[src/rtl/mdsel_pkg.sv]
package mdsel_pkg;

  typedef enum logic [2:0] {
    ST_WAIT   = 3'd0,
    ST_UNIQUE = 3'd1,
    ST_BCAST  = 3'd2,
    ST_GROUP  = 3'd3,
    ST_QUERY  = 3'd4
  } sel_state_e;

  typedef enum logic [2:0] {
    HIT_NONE   = 3'd0,
    HIT_UNIQUE = 3'd1,
    HIT_BCAST  = 3'd2,
    HIT_GROUP  = 3'd3,
    HIT_QUERY  = 3'd4
  } hit_kind_e;

  // selected state that a given address hit leads to
  function automatic sel_state_e hit_to_state(hit_kind_e h);
    case (h)
      HIT_UNIQUE: return ST_UNIQUE;
      HIT_BCAST:  return ST_BCAST;
      HIT_GROUP:  return ST_GROUP;
      HIT_QUERY:  return ST_QUERY;
      default:    return ST_WAIT;
    endcase
  endfunction

  // TDO is driven only in modes where a single responder is expected
  function automatic logic state_drives_tdo(sel_state_e s);
    return (s == ST_UNIQUE) || (s == ST_QUERY);
  endfunction

endpackage

[src/rtl/mdsel_decode.sv]
module mdsel_decode
  import mdsel_pkg::*;
#(
  parameter int ADDR_W = 7,
  parameter int IR_W   = 8,
  parameter int GROUPS = 4
) (
  input  logic [IR_W-1:0]   ir_value,
  input  logic [ADDR_W-1:0] slot_id,
  input  logic [GROUPS-1:0] group_en,
  output hit_kind_e         hit
);
  localparam int unsigned A_TOP   = (1 << ADDR_W) - 1;
  localparam int unsigned A_GBASE = A_TOP - GROUPS + 1;
  localparam int unsigned A_BC    = A_GBASE - 1;
  localparam int unsigned A_QRY   = A_GBASE - 2;
  localparam int          GIW     = (GROUPS > 1) ? $clog2(GROUPS) : 1;

  localparam logic [ADDR_W-1:0] GBASE_V = ADDR_W'(A_GBASE);
  localparam logic [ADDR_W-1:0] BC_V    = ADDR_W'(A_BC);
  localparam logic [ADDR_W-1:0] QRY_V   = ADDR_W'(A_QRY);

  // a captured value is an address only if nothing is set above the address field
  function automatic logic fits_address(logic [IR_W-1:0] v);
    return (v >> ADDR_W) == '0;
  endfunction

  function automatic logic [GIW-1:0] group_index(logic [ADDR_W-1:0] a);
    logic [ADDR_W-1:0] off;
    off = a - GBASE_V;
    return off[GIW-1:0];
  endfunction

  logic [ADDR_W-1:0] addr;
  logic              addr_ok;
  logic [GIW-1:0]    gidx;

  assign addr    = ir_value[ADDR_W-1:0];
  assign addr_ok = fits_address(ir_value) && (addr != '0);
  assign gidx    = group_index(addr);

  always_comb begin
    hit = HIT_NONE;
    if (addr_ok) begin
      if (addr >= GBASE_V)      hit = group_en[gidx] ? HIT_GROUP : HIT_NONE;
      else if (addr == BC_V)    hit = HIT_BCAST;
      else if (addr == QRY_V)   hit = HIT_QUERY;
      else if (addr == slot_id) hit = HIT_UNIQUE;
    end
  end
endmodule

[src/rtl/mdsel_fsm.sv]
module mdsel_fsm
  import mdsel_pkg::*;
#(
  parameter int          IR_W       = 8,
  parameter int unsigned UNSEL_CODE = 'hC0
) (
  input  logic            tck,
  input  logic            trst_n,
  input  logic            tap_tlr,
  input  logic            tap_update_ir,
  input  logic [IR_W-1:0] ir_value,
  input  hit_kind_e       hit,
  output sel_state_e      state,
  output logic            evt_accept,
  output logic            evt_release
);
  localparam logic [IR_W-1:0] REL_V = IR_W'(UNSEL_CODE);

  assign evt_accept  = tap_update_ir && (state == ST_WAIT) && (hit != HIT_NONE);
  assign evt_release = tap_update_ir && (state != ST_WAIT) && (ir_value == REL_V);

  always_ff @(posedge tck or negedge trst_n) begin
    if (!trst_n)          state <= ST_WAIT;
    else if (tap_tlr)     state <= ST_WAIT;
    else if (evt_accept)  state <= hit_to_state(hit);
    else if (evt_release) state <= ST_WAIT;
  end
endmodule

[src/rtl/mdsel_outs.sv]
module mdsel_outs
  import mdsel_pkg::*;
(
  input  sel_state_e state,
  input  logic       tap_shift,
  output logic       selected,
  output logic       sel_unique,
  output logic       sel_bcast,
  output logic       sel_group,
  output logic       sel_query,
  output logic       tdo_oe
);
  assign selected   = (state != ST_WAIT);
  assign sel_unique = (state == ST_UNIQUE);
  assign sel_bcast  = (state == ST_BCAST);
  assign sel_group  = (state == ST_GROUP);
  assign sel_query  = (state == ST_QUERY);
  assign tdo_oe     = tap_shift && state_drives_tdo(state);
endmodule

[src/rtl/mdsel_ctrl.sv]
module mdsel_ctrl
  import mdsel_pkg::*;
#(
  parameter int          ADDR_W     = 7,
  parameter int          IR_W       = 8,
  parameter int          GROUPS     = 4,
  parameter int unsigned UNSEL_CODE = 'hC0
) (
  input  logic              tck,
  input  logic              trst_n,
  input  logic              tap_tlr,
  input  logic              tap_update_ir,
  input  logic              tap_shift,
  input  logic [IR_W-1:0]   ir_value,
  input  logic [ADDR_W-1:0] slot_id,
  input  logic [GROUPS-1:0] group_en,
  output logic              selected,
  output logic              sel_unique,
  output logic              sel_bcast,
  output logic              sel_group,
  output logic              sel_query,
  output logic              tdo_oe
);
  hit_kind_e  hit;
  sel_state_e state;
  logic       evt_accept;
  logic       evt_release;

  mdsel_decode #(.ADDR_W(ADDR_W), .IR_W(IR_W), .GROUPS(GROUPS)) u_decode (
    .ir_value (ir_value),
    .slot_id  (slot_id),
    .group_en (group_en),
    .hit      (hit)
  );

  mdsel_fsm #(.IR_W(IR_W), .UNSEL_CODE(UNSEL_CODE)) u_fsm (
    .tck           (tck),
    .trst_n        (trst_n),
    .tap_tlr       (tap_tlr),
    .tap_update_ir (tap_update_ir),
    .ir_value      (ir_value),
    .hit           (hit),
    .state         (state),
    .evt_accept    (evt_accept),
    .evt_release   (evt_release)
  );

  mdsel_outs u_outs (
    .state      (state),
    .tap_shift  (tap_shift),
    .selected   (selected),
    .sel_unique (sel_unique),
    .sel_bcast  (sel_bcast),
    .sel_group  (sel_group),
    .sel_query  (sel_query),
    .tdo_oe     (tdo_oe)
  );
endmodule

[config.mk]
export PLATFORM = sky130hd
export DESIGN_NAME = mdsel_ctrl
export DESIGN_NICKNAME = d
export VERILOG_FILES = /design/src/rtl/mdsel_pkg.sv /design/src/rtl/mdsel_decode.sv /design/src/rtl/mdsel_fsm.sv /design/src/rtl/mdsel_outs.sv /design/src/rtl/mdsel_ctrl.sv
export SDC_FILE = /design/constraint.sdc
export NUM_CORES = 1
export LEC_CHECK = 0
export ABC_AREA = 1
export BUFFER_PORTS_ARGS = -buffer_cell sky130_fd_sc_hd__buf_2
export CAP_MARGIN = 30
export CORE_UTILIZATION = 23
export CTS_BUF_LIST = sky130_fd_sc_hd__clkbuf_4
export CTS_CLUSTER_DIAMETER = 30
export DETAILED_ROUTE_END_ITERATION = 12
export GPL_ROUTABILITY_DRIVEN = 0
export GPL_TIMING_DRIVEN = 0
export PLACE_DENSITY_LB_ADDON = 0.3
export SYNTH_ARGS = -nofsm -noshare
export SYNTH_HDL_FRONTEND = slang
export SYNTH_SLANG_ARGS = --single-unit
[constraint.sdc]
create_clock -name tck -period 1.3 [get_ports tck]
set_input_delay 0.195 -clock tck [delete_from_list [all_inputs] [get_ports tck]]
set_output_delay 0.195 -clock tck [all_outputs]
set_load 0.01 [all_outputs]
==> results.sh <==
export IMPL_regMostFlops="u_fsm.state"
export IMPL_violations="setup timing"
export IMPL_detail_route_iter0_violations=6
export IMPL_port_buffers=29
export IMPL_yosys_area_share_xor_xnor=0.107
export IMPL_final_seq_area_um2=76.3
export IMPL_drv_cap=0
export IMPL_avgSynthCellArea_um2=5.84
export IMPL_grt_use_total=0.124
export IMPL_cpPeakStageDelay_ns=0.42
export IMPL_ioPinCount=30
export IMPL_design_area_um2=757
export IMPL_synth_compound_area_frac=0.0383
export IMPL_synth_adder_area_share=0
export IMPL_crit_buf_inv=1
export IMPL_path_cells="nor3_2 > o21a_1 > buf_2"
export IMPL_synthCells=84
export IMPL_dieWidth_um=48.2
export IMPL_cp_top_family="flip-flops"
export IMPL_worstSkewPairLatency_ns=0.24
export IMPL_layout_min_cycle_time_ns=1.31
export IMPL_fill_cells=226
export IMPL_hold_viol_final=0
export IMPL_cts_buffers=3
export IMPL_root_buffer="clkbuf_4"
export IMPL_crit_path_start_kind="register"
export IMPL_die_area_um2=2320
export IMPL_cts_sinks=3
export IMPL_ir_drop_mv=0.214
export IMPL_slowest_stage="dfrtp_1"
export IMPL_muxShareOfSynthArea=0
export IMPL_worst_slack_ns=-0.00953
export IMPL_cts_max_level=1
export IMPL_grt_pass1_wl_um=2040
export IMPL_viasPerCell=4.18
export IMPL_start_util=0.247
export IMPL_ys_ff_latch=3
export IMPL_yosysWarningCount=0
export IMPL_crit_fanout=4
export IMPL_drt_pass1_iterations=2
export IMPL_period_share=1.01
export IMPL_grt_pass1_vias=583
export IMPL_drive_above_1_share=0.471
export IMPL_cts_tree="built"
export IMPL_clock_skew_ns=0.00334
export IMPL_required_ns=1.11
export IMPL_slew_headroom=0.836
export IMPL_netlist_area_um2=490
export IMPL_worst_hold_slack_ns=0.263
export IMPL_antenna_found_initial=0
export IMPL_largest_register_ffs=3
export IMPL_r2r_slack_ns=0.14
export IMPL_cts_reportedPaths_clkPinSlew_ns=0.04
export IMPL_cp_end_kind="output port"
export IMPL_fmax_ghz=0.764
export IMPL_drtAntennaViolNets=0
export IMPL_arrival_ns=1.11
export IMPL_finalSetupViolations=1
export IMPL_reg_top3="u_fsm.state (3)"
export IMPL_ys_types=20
export IMPL_synth_top_family_by_area="simple AND/OR/NAND/NOR gates"
export IMPL_hpwl_um=994
export IMPL_slew_viol_final=0
export IMPL_synthesis_nets=108
export IMPL_ys_seq_area_frac=0.153
export IMPL_drt_wl_total_um=1170
export IMPL_fin_nets=146
export IMPL_worstMarginPinSlew_ns=0.245
export IMPL_drc_errors=0
export IMPL_vias=618
export IMPL_overflow=0
export IMPL_criticalPathCategory="register to output port"
export IMPL_area_growth_synth_to_final_pct=54.3
export IMPL_wl_per_cell_um=7.93
export IMPL_finalCoreUtilization=0.382
export IMPL_hold_path_class="input port to register"
export IMPL_clk_path_buf_depth=2
export IMPL_rows=16
export IMPL_coreArea_um2=1980
export IMPL_place_area_um2=669
export IMPL_grt_max_degree=6
export IMPL_yosys_area_share_simple=0.571
export IMPL_status="finished, violations left"
export IMPL_p_leak_nw=0.463
export IMPL_power_total_mw=0.410
export IMPL_power_per_cell_area_nw_per_um2=542
export IMPL_multi_input_area_um2=375
export IMPL_antenna_diode_count=0
export IMPL_setup_tns_ns=-0.00953
export IMPL_die_y_um=48.2
export IMPL_rsz0062_at_grt="yes"
-- layer usage --
layer | vias up | routed length, um | global-route usage | share of wire
li1 | 338 | - | - | -
met1 | 255 | 494 | 0.123 | 0.42
met2 | 23 | 578 | 0.240 | 0.49
met3 | 2 | 81 | 0.0222 | 0.069
met4 | 0 | 19 | 0.0667 | 0.016
met5 | - | 0 | 0 | 0
-- cell families after synthesis --
family / Yosys count
and+or+nand+nor: 55
buffers and inverters: 17
xor gates and xnor gates: 6
AOI/OAI and AO/OA: 3
DFF: 3
-- power by group --
part           switching, mW  total (mW)  leakage, nW  internal (mW)
logic                 0.0644       0.127        0.405         0.0629
registers           0.000943      0.0955       0.0402         0.0945
clock network         0.0513       0.187       0.0184          0.136
total                  0.117       0.410        0.463          0.293
-- tightest hold or removal path: stages --
cell     delay, ns
buf_2         0.12
nor4_2        0.05
nand2_1       0.05
nand2_1       0.04
-- layout by cell type (no fill, tap or decap) --
cell type	count
buf_2	29
nand2_1	19
inv_1	14
nor2_1	8
nand3_1	7
xnor2_1	5
nand2_2	5
clkbuf_4	4
inv_2	3
nand3_2	3
nor3_2	3
nor2_2	3
buf_4	3
nor3_1	2
nand4_1	2
dfrtp_1	2
o21a_1	1
o21ai_1	1
xor2_1	1
and2_4	1
a31oi_2	1
nor4_2	1
nand3b_1	1
dlygate4sd3_1	1
dfrtp_2	1
-- synth_stat cells --
master	count	share of area
nor2_1	9	0.069
nor3_1	4	0.041
nand3_1	8	0.082
nand3b_1	1	0.015
xnor2_1	5	0.089
nor2_2	2	0.026
inv_2	2	0.015
nor3_2	1	0.020
nand3_2	2	0.041
o21a_1	1	0.015
nand4_1	2	0.026
and2_4	1	0.018
o21ai_1	1	0.010
inv_1	15	0.11
nand2_2	5	0.064
nand2_1	19	0.15
dfrtp_1	3	0.15
xor2_1	1	0.018
nor4_2	1	0.026
a31oi_1	1	0.013
-- cell type report --
type / count / area share
Multi-Input combinational cell: 64 / 0.496
Sequential cell: 3 / 0.101
Clock buffer: 4 / 0.0397
Inverter: 17 / 0.0843
Tap cell: 27 / 0.0446
Timing Repair Buffer: 33 / 0.235
-- path summary, 6_finish.rpt --
kind,from,endpoint,cells after the start
min,tap_tlr,u_fsm.state[1],4
min reg2reg,u_fsm.state[2],u_fsm.state[2],3
max,u_fsm.state[1],tdo_oe,3
min in group asynchronous,trst_n,u_fsm.state[1],2
max reg2reg,u_fsm.state[2],u_fsm.state[0],5
max in group asynchronous,trst_n,u_fsm.state[2],2
-- per-stage QoR --
| step | worst slack, ns | instances |
|---|---|---|
| 4_1_cts | -0.0151 | 147 |
| 3_3_place_gp | -0.0194 | 140 |
| 5_1_grt | -0.116 | 148 |
| 2_1_floorplan | 0.121 | 84 |
| 3_5_place_dp | -0.0184 | 140 |
| 6_report | -0.00953 | 148 |
-- what timing repair did --
item / CTS / global route
hold buffers: 1 / 0
setup buffers: 2 / 1
endpoints found under the setup margin: 1 / 9
hold endpoints to repair: 3 / 0
gates resized for setup: 3 / 4
(Power assumes the default switching activity.)
